===== src/rtl/cc_pkg.sv =====
package cc_pkg;
  localparam int unsigned CC_N_LOCAL = 32;
  localparam int unsigned CC_SLOTS   = 8;
  localparam int unsigned CC_ENTRY_W = 8;
  localparam int unsigned CC_LDEPTH  = 4;
  localparam int unsigned CC_MDEPTH  = 64;
endpackage


===== src/rtl/cc_fifo.sv =====
module cc_fifo #(
  parameter int unsigned W     = 8,
  parameter int unsigned DEPTH = 4
) (
  input  logic         clk_i,
  input  logic         rst_ni,
  input  logic         push_i,
  input  logic [W-1:0] wdata_i,
  input  logic         pop_i,
  output logic [W-1:0] rdata_o,
  output logic         empty_o,
  output logic         full_o
);
  localparam int unsigned PW = (DEPTH > 1) ? $clog2(DEPTH) : 1;
  localparam int unsigned CW = $clog2(DEPTH + 1);

  logic [W-1:0]  mem_q [DEPTH];
  logic [PW-1:0] wp_q, rp_q;
  logic [CW-1:0] cnt_q;
  logic          do_push, do_pop;

  assign empty_o = (cnt_q == '0);
  assign full_o  = (cnt_q == CW'(DEPTH));
  assign do_push = push_i && !full_o;   // pushes into full storage are dropped
  assign do_pop  = pop_i && !empty_o;
  assign rdata_o = mem_q[rp_q];

  function automatic logic [PW-1:0] nxt(input logic [PW-1:0] p);
    return (p == PW'(DEPTH - 1)) ? '0 : p + 1'b1;
  endfunction

  always_ff @(posedge clk_i or negedge rst_ni) begin
    if (!rst_ni) begin
      wp_q  <= '0;
      rp_q  <= '0;
      cnt_q <= '0;
    end else begin
      if (do_push) wp_q <= nxt(wp_q);
      if (do_pop)  rp_q <= nxt(rp_q);
      cnt_q <= cnt_q + CW'(do_push) - CW'(do_pop);
    end
  end

  always_ff @(posedge clk_i) begin
    if (do_push) mem_q[wp_q] <= wdata_i;
  end

  p_full_drop_r10: assert property (@(posedge clk_i) disable iff (!rst_ni)
    (full_o && !pop_i) |=> full_o);
endmodule


===== src/rtl/cc_sched.sv =====
module cc_sched #(
  parameter int unsigned N_LOCAL = 32,
  parameter int unsigned SLOTS   = 8,
  localparam int unsigned BANKS  = N_LOCAL / SLOTS,
  localparam int unsigned IDX_W  = $clog2(N_LOCAL),
  localparam int unsigned SW     = $clog2(SLOTS),
  localparam int unsigned BW     = (BANKS > 1) ? $clog2(BANKS) : 1
) (
  input  logic             clk_i,
  input  logic             rst_ni,
  output logic [IDX_W-1:0] idx_o
);
  logic [SW-1:0] slot_q;
  logic [BW-1:0] bank_q;
  logic          frame_end;

  assign frame_end = (slot_q == SW'(SLOTS - 1));
  assign idx_o = IDX_W'(bank_q) * IDX_W'(SLOTS) + IDX_W'(slot_q);

  always_ff @(posedge clk_i or negedge rst_ni) begin
    if (!rst_ni) begin
      slot_q <= '0;
      bank_q <= '0;
    end else begin
      slot_q <= frame_end ? '0 : slot_q + 1'b1;
      if (frame_end)
        bank_q <= (bank_q == BW'(BANKS - 1)) ? '0 : bank_q + 1'b1;
    end
  end

  p_bank_step_r2: assert property (@(posedge clk_i) disable iff (!rst_ni)
    (slot_q != SW'(SLOTS - 1)) |=> (bank_q == $past(bank_q)));
  p_slot_wrap_r2: assert property (@(posedge clk_i) disable iff (!rst_ni)
    frame_end |=> (slot_q == '0));
endmodule


===== src/rtl/rr_concentrator.sv =====
module rr_concentrator
  import cc_pkg::*;
#(
  parameter int unsigned N_LOCAL = CC_N_LOCAL,
  parameter int unsigned SLOTS   = CC_SLOTS,
  parameter int unsigned ENTRY_W = CC_ENTRY_W,
  parameter int unsigned LDEPTH  = CC_LDEPTH,
  parameter int unsigned MDEPTH  = CC_MDEPTH,
  localparam int unsigned IDX_W  = $clog2(N_LOCAL),
  localparam int unsigned WORD_W = IDX_W + ENTRY_W
) (
  input  logic                       clk_i,
  input  logic                       rst_ni,
  input  logic [N_LOCAL-1:0]         push_i,
  input  logic [N_LOCAL*ENTRY_W-1:0] push_data_i,
  input  logic                       drain_i,
  input  logic                       rd_ready_i,
  output logic                       rd_valid_o,
  output logic [WORD_W-1:0]          rd_data_o,
  output logic                       overflow_o,
  output logic                       done_o
);
  logic [IDX_W-1:0]   idx;
  logic [N_LOCAL-1:0] local_empty, local_full, local_pop;
  logic [ENTRY_W-1:0] local_rdata [N_LOCAL];
  logic               sel_ready, xfer;
  logic               m_empty, m_full, m_pop;
  logic [WORD_W-1:0]  m_wdata;
  logic               ovf_q;

  cc_sched #(.N_LOCAL(N_LOCAL), .SLOTS(SLOTS)) u_sched (
    .clk_i (clk_i),
    .rst_ni(rst_ni),
    .idx_o (idx)
  );

  for (genvar k = 0; k < N_LOCAL; k++) begin : g_local
    assign local_pop[k] = xfer && (idx == IDX_W'(k));
    cc_fifo #(.W(ENTRY_W), .DEPTH(LDEPTH)) u_lfifo (
      .clk_i  (clk_i),
      .rst_ni (rst_ni),
      .push_i (push_i[k]),
      .wdata_i(push_data_i[k*ENTRY_W +: ENTRY_W]),
      .pop_i  (local_pop[k]),
      .rdata_o(local_rdata[k]),
      .empty_o(local_empty[k]),
      .full_o (local_full[k])
    );
  end

  // slot is never reassigned: only the scheduled FIFO may move
  assign sel_ready = !local_empty[idx];
  assign xfer      = sel_ready && !m_full;
  assign m_wdata   = {idx, local_rdata[idx]};

  cc_fifo #(.W(WORD_W), .DEPTH(MDEPTH)) u_master (
    .clk_i  (clk_i),
    .rst_ni (rst_ni),
    .push_i (xfer),
    .wdata_i(m_wdata),
    .pop_i  (m_pop),
    .rdata_o(rd_data_o),
    .empty_o(m_empty),
    .full_o (m_full)
  );

  assign rd_valid_o = drain_i && !m_empty;
  assign m_pop      = rd_valid_o && rd_ready_i;
  assign done_o     = (&local_empty) && m_empty;
  assign overflow_o = ovf_q;

  always_ff @(posedge clk_i or negedge rst_ni) begin
    if (!rst_ni)                ovf_q <= 1'b0;
    else if (sel_ready && m_full) ovf_q <= 1'b1;
  end

  p_no_overflow_r6: assert property (@(posedge clk_i) disable iff (!rst_ni)
    (sel_ready && m_full) |=> overflow_o);
  p_ovf_sticky_r6: assert property (@(posedge clk_i) disable iff (!rst_ni)
    overflow_o |=> overflow_o);
  p_one_move_r5: assert property (@(posedge clk_i) disable iff (!rst_ni)
    $onehot0(local_pop));
  p_stall_r6: assert property (@(posedge clk_i) disable iff (!rst_ni)
    m_full |-> (local_pop == '0));
  p_rd_gate_r7: assert property (@(posedge clk_i) disable iff (!rst_ni)
    rd_valid_o |-> drain_i);
  p_done_r8: assert property (@(posedge clk_i) disable iff (!rst_ni)
    done_o |-> (!rd_valid_o && (local_full == '0)));
endmodule


===== config.mk =====
export PLATFORM = sky130hd
export DESIGN_NAME = rr_concentrator
export DESIGN_NICKNAME = d
export VERILOG_FILES = /design/src/rtl/cc_pkg.sv /design/src/rtl/cc_fifo.sv /design/src/rtl/cc_sched.sv /design/src/rtl/rr_concentrator.sv
export SDC_FILE = /design/constraint.sdc
export NUM_CORES = 2
export LEC_CHECK = 0
export ABC_CLOCK_PERIOD_IN_PS = 8500
export BUFFER_PORTS_ARGS = -buffer_cell sky130_fd_sc_hd__buf_2
export CAP_MARGIN = 10
export CORE_MARGIN = 2
export CORE_UTILIZATION = 67
export DETAILED_ROUTE_END_ITERATION = 6
export GPL_TIMING_DRIVEN = 0
export PLACE_DENSITY_LB_ADDON = 0.1
export SYNTH_ARGS = -nofsm -noshare
export SYNTH_HDL_FRONTEND = slang
export SYNTH_SLANG_ARGS = --single-unit

===== constraint.sdc =====
create_clock -name clk_i -period 8.5 [get_ports clk_i]
set_input_delay 0.85 -clock clk_i [delete_from_list [all_inputs] [get_ports clk_i]]
set_output_delay 0.85 -clock clk_i [all_outputs]
set_load 0.02 [all_outputs]

# --- Word level (Yosys, flattened, before mapping) ---
# Memories as Yosys holds them, arrays and structs flattened.
# Cells that the tools add are included.
# W data, S select, Z words.
word_totals:
  register_bits: 249
  ram_bits: 1856
  input_bits: 292
  rom_bits: 0
  elab_cells: 749
  latchBits: 0
  memories: 33
  output_inout_bits: 16
memory_table:
  columns: ["memory", "depth", "width", "read_ports", "rd_ports_with_merged_regs", "write_ports", "line", "rtl"]
  rows:
  - ["u_master.mem_q", 64, 13, 1, 0, 1, "cc_fifo.sv:17", "logic [W-1:0] mem_q [DEPTH];"]
  - ["g_local[0].u_lfifo.mem_q", 4, 8, 1, 0, 1, "cc_fifo.sv:17", null]
  - ["g_local[10].u_lfifo.mem_q", 4, 8, 1, 0, 1, "cc_fifo.sv:17", null]
  - ["g_local[11].u_lfifo.mem_q", 4, 8, 1, 0, 1, "cc_fifo.sv:17", null]
  - ["g_local[12].u_lfifo.mem_q", 4, 8, 1, 0, 1, "cc_fifo.sv:17", null]
  - ["g_local[13].u_lfifo.mem_q", 4, 8, 1, 0, 1, "cc_fifo.sv:17", null]
  - ["+27 memories", null, null, null, null, null, null, null]
classes:
  n_reduce_logical: 205
  eq_ne: 132
  n_addsub: 135
  n_mul: 0
  muxes: 139
  order_cmp: 2
  bitwise_logic: 1
  n_div: 0
  shifts: 0
ops:
  columns: ["cell", "count"]
  rows:
  - ["$add A2 B1 Y2 const B", 65]
  - ["$eq A2 B2 Y1 const B", 65]
  - ["$mux W2", 65]
  - ["$logic_and A1 B1 Y1", 103]
  - ["$eq A3 B3 Y1 const B", 33]
  - ["$add A3 B1 Y3", 32]
  - ["$logic_not A3 Y1", 32]
  - ["$sub A3 B1 Y3", 32]
  - ["$eq A5 B5 Y1 const B", 16]
  - ["$logic_not A1 Y1", 67]
  - ["$mux W1", 67]
  - ["$bmux W8 S5", 1]
  - ["$eq A5 B4 Y1 const B", 8]
  - ["$reduce_and A32 Y1", 1]
  - ["$eq A5 B3 Y1 const B", 4]
  - ["$mux W8", 2]
  - ["$add A6 B1 Y6 const B", 2]
  - ["$eq A6 B6 Y1 const B", 2]
  - ["$mux W6", 2]
  - ["$eq A5 B2 Y1 const B", 2]
  - ["$add A7 B1 Y7", 1]
  - ["$eq A7 B7 Y1 const B", 1]
  - ["$logic_not A7 Y1", 1]
  - ["$sub A7 B1 Y7", 1]
  - ["other kinds (9)", 9]

# --- Longest topological paths before layout ---
logic_depth:
  depth_word: 8
  depth_mapped: 19
  ltp_nobuf: 16

# --- Hierarchy ---
# Synthesis repeated with hierarchy kept, for this count alone.
hier_totals:
  cells_unflattened: 4440
  area_unflattened_um2: 87700.4
modules_own_cells:
  columns: ["module", "instances", "area_per_inst_um2", "cells_per_inst", "seq_area_each_um2"]
  rows:
  - ["cc_fifo (g_local[15].u_lfifo ...)", 26, 1602.8, 81, 1136.1]
  - ["cc_fifo (u_master)", 1, 33290.7, 1601, 25459.4]
  - ["cc_fifo (g_local[0].u_lfifo ...)", 6, 1617.8, 81, 1136.1]
  - ["rr_concentrator", 1, 2824.0, 234, 25.0]
  - ["cc_sched", 1, 206.4, 13, 125.1]

# --- Worst setup path before layout ---
# Ideal clock, no wire load.
synth_path:
  kind: "register to register"
  from: "register u_sched.slot_q[1]"
  to: "memory u_master.mem_q[0][7] (netlist name), data pin"
  path_buffers: 3
  synth_period_minus_slack_ns: 5.044
  stages_incl_launch_ff: 9
  slack_ns: 3.456
  setup_time_ns: 0.582
  t_required_ns: 7.918
  arrival_ns: 4.462
  path_cell_list: "dfrtp_1 > inv_1 > buf_4 > buf_2 > buf_2 > mux2i_1 > a221oi_1 > o21ai_0 > a32oi_1"
synth_between:
  elab_chain_cells: 5
synth_rtl:
  columns: ["element", "line", "rtl"]
  rows:
  - ["start: declaration", "cc_sched.sv:13", "logic [SW-1:0] slot_q;"]
  - ["start signal: assignment", "cc_sched.sv:25", "slot_q <= frame_end ? '0 : slot_q + 1'b1;"]
  - ["$add A5 B3 Y5", "cc_sched.sv:18", "assign idx_o = IDX_W'(bank_q) * IDX_W'(SLOTS) + IDX_W'(slot_q);"]
  - ["$not A5 Y6 (implied by the code)", "rr_concentrator.sv:54", "assign m_wdata = {idx, local_rdata[idx]};"]
  - ["$bmux W8 S5", "rr_concentrator.sv:54", null]
  - ["$mux W8 (implied by the code) (2 in series)", "rr_concentrator.sv:54", null]
  - ["via m_wdata[7]", "rr_concentrator.sv:28", "logic [WORD_W-1:0] m_wdata;"]
  - ["end: declaration", "cc_fifo.sv:17", null]
# The timed path passes the listed nets, and every way through them passes these cells. The select of a mux whose other input is x is not followed.

# --- Worst setup path in the final report ---
layout_path:
  from: "register u_master.rp_q[1]"
  to: "output port rd_data_o[5]"
layout_between:
  elab_chain_cells: 1
layout_rtl:
  columns: ["element", "line", "rtl"]
  rows:
  - ["start: declaration", "cc_fifo.sv:18", "logic [PW-1:0] wp_q, rp_q;"]
  - ["start signal: assignment", "cc_fifo.sv:39", "if (do_pop) rp_q <= nxt(rp_q);"]
  - ["$mem_v2 Z64 W13", null, null]
  - ["end: declaration", "rr_concentrator.sv:19", "output logic [WORD_W-1:0] rd_data_o,"]
# Every way passes these cells.

==> results.py <==
metrics = {
    "outcome": {
        "status": "complete, no violations",
    },
    "clock_tree": {
        "cts_made_buffers": 200,
        "clk_pin_slew_ns": 0.06,
        "clock-sinks": 2105,
        "cts_tree": "done",
        "ctsHtreeMaxLevel": 4,
        "post_cts_buffers": 0,
        "clockRootBuffer": "clkbuf_16",
        "cts_hold_buf": 1,
        "cts-resized-gates": 0,
        "clkLatencyLatePin_ns": 0.84,
        "cts_buffer_depth": 3,
    },
    "layout": {
        "fin_util_pct": 76.8,
        "layout-drive-gt1-share_pct": 28.8,
        "area_growth_pct": 13.7,
        "seq_area_mm2": 0.0620,
        "fin_cells": 6803,
        "multiInputGateArea_mm2": 0.0230,
        "fin_nets": 5498,
        "final_cell_area_mm2": 0.0981,
        "nFillCells": 6788,
    },
    "drt": {
        "routed_wl_um": 214000,
        "routed-via-count": 44957,
        "postRouteAntennaNets": 0,
        "drcViolationCount": 0,
        "via_per_inst": 6.61,
        "drt_iter0_markers": 5344,
        "wire_per_inst_um": 31.4,
        "firstDrtPassIters": 7,
    },
    "timing": {
        "drv_slew": 0,
        "finClkSkew_ns": 0.0269,
        "max_freq_mhz": 175,
        "setup_violations": 0,
        "rsz0062_at_grt": "no",
        "whs_ns": 0.224,
        "tightest_slew_ns": 1.40,
        "final_hold_viol_count": 0,
        "slew_headroom_pct": 6.82,
        "min_period_ns": 5.71,
        "period_share_pct": 67.2,
        "tns_ns": 0,
        "setup_ws_ns": 2.79,
    },
    "setup_path": {
        "crit_fanout": 10,
        "critPathCaptureType": "output port",
        "start_kind": "flop",
        "cp_data_arrival_time_ns": 4.86,
        "required_ns": 7.65,
        "worstSetupPathType": "reg -> out",
    },
    "power_and_ir_drop": {
        "cellLeakagePower_nw": 34.1,
        "p_total_mw": 32.5,
        "ir_drop_v": 0.000262,
        "power.density_mw_per_mm2": 331,
    },
    "die": {
        "die_y_um": 363,
        "initial_utilization_pct": 67.6,
        "core-area_mm2": 0.128,
        "die-area_mm2": 0.132,
        "ioPinCount": 308,
        "core.rowCount": 131,
        "die_w_um": 363,
    },
    "place": {
        "portBuffers": 307,
        "dpl.cell_count": 6391,
        "dp_hpwl_um": 149000,
        "gp_congestion": 0.959,
        "placed_cell_area_mm2": 0.0915,
        "pre_cts_ws_ns": 3.16,
    },
    "yosys": {
        "synth_nets": 4899,
        "yosys.area.top_type": "edfxtp_1",
        "synth_warnings": 0,
        "synth.distinct_cells": 62,
        "synth_commonest_cells": "1856 x edfxtp_1, 572 x mux4_2, 249 x dfrtp_1",
        "ys.flop_type": "edfxtp_1",
        "ys_async_sr_fraction_pct": 11.8,
        "synth.cell_area_mm2": 0.0863,
        "synthCells": 4333,
        "synthTopCellsByArea": "edfxtp_1 65%, mux4_2 15%, dfrtp_1 7.2%, ha_1 3.5%, inv_1 1.1%",
        "yosysMostFrequentCell": "edfxtp_1",
        "synth_edf_count": 1856,
        "yosysSeqAreaShare_pct": 71.8,
        "netlist.area_leader.share_pct": 64.6,
        "ys_seq_elements": 2105,
        "syn_avg_cell_area_um2": 19.9,
    },
    "grt": {
        "use_met3_pct": 9.11,
        "antenna_found_initial": 91,
        "grt_pass1_vias": 45521,
        "grt_pass1_wl_um": 308000,
        "grt.overflow.total": 0,
        "grtUsageMet1_pct": 42.9,
        "grt_max_degree": 96,
        "grt.busiest_layer": "met2",
        "grt_usage_pct": 33.2,
        "met2_usage_pct": 53.6,
    },
    "min_path": {
        "min_path_type": "in -> reg",
    },
    "run": {
        "drv_cap": 0,
    },
}
where the power goes:
group / total [mW] / leakage, nW / internal [mW] / switching, mW
combinational: 9.59 / 11.3 / 3.99 / 5.60
sequential: 14.2 / 19.6 / 13.4 / 0.790
clock: 8.73 / 3.15 / 4.94 / 3.79
total: 32.5 / 34.1 / 22.3 / 10.2
per-layer routing:
layer / part of all wire (%) / wire (um)
met5: 0.23 / 491
met4: 5.0 / 10700
met3: 10 / 21800
met2: 49 / 105000
met1: 35 / 75300
flip-flops by register name, summed over array words and instances (netlist names):
name and flops:
g_local.u_lfifo.mem_q 1024, u_master.mem_q 832, g_local.u_lfifo.cnt_q 96, g_local.u_lfifo.rp_q 64, g_local.u_lfifo.wp_q 64, u_master.cnt_q 7, u_master.rp_q 6, u_master.wp_q 6
u_sched.slot_q 3, u_sched.bank_q 2, overflow_o 1
logic make-up after synthesis:
logic type / count (synthesis) / share of synthesized area (%)
flip-flops: 2105 / 71.8
multiplexers: 680 / 16.3
AND/OR/NAND/NOR: 582 / 3.45
buffers and inverters: 431 / 2.01
adder cells (fa/ha/maj): 274 / 4.26
AO/OA/AOI/OAI: 187 / 1.38
XOR/XNOR: 74 / 0.751
path summary, 6_finish.rpt:
path	start	endpoint	slack [ns]	depth (start not counted)
max reg2reg	u_sched.slot_q[0]	u_master.mem_q[30][3]	2.97	8
max in group asynchronous	rst_ni	g_local[18].u_lfifo.wp_q[0]	6.54	4
max	u_master.rp_q[1]	rd_data_o[5]	2.79	7
min reg2reg	g_local[22].u_lfifo.cnt_q[1]	g_local[22].u_lfifo.cnt_q[2]	0.58	1
min	push_data_i[224]	g_local[28].u_lfifo.mem_q[3][0]	0.22	1
min in group asynchronous	rst_ni	g_local[4].u_lfifo.wp_q[0]	0.55	2
cells in the final DEF (no fill, tap or decap), drive strengths merged, types with 36 or more instances in the layout:
cell type	Yosys	routed
o21ai	75	75
clkinv	0	85
nand2	105	105
dfrtp	249	249
mux4	572	572
nor2	100	100
diode	0	39
inv	245	249
mux2	69	69
xnor2	61	61
nor3	133	133
clkbuf	72	336
edfxtp	1856	1856
buf	114	510
nand3	36	36
mux2i	39	39
and2	129	129
ha	241	241
worst max-delay path, cell delays in order (launching register included):
cell,delay (ns)
dfrtp_1,0.46
clkbuf_1,0.22
clkbuf_1,0.80
clkbuf_1,0.77
mux4_2,0.48
mux4_2,0.56
mux4_2,0.53
buf_2,0.19
area by class of cell:
| class | instances | share of cell area (%) |
|---|---|---|
| antenna | 39 | 0.0995 |
| buffer | 186 | 0.833 |
| clock buffer | 264 | 5.56 |
| clock inverter | 108 | 1.02 |
| inverter | 245 | 0.938 |
| multi-input combinational | 1797 | 23.4 |
| sequential | 2105 | 63.2 |
| tap | 1662 | 2.12 |
| timing repair buffer | 397 | 2.80 |
Power figures use the tool's default switching activity.
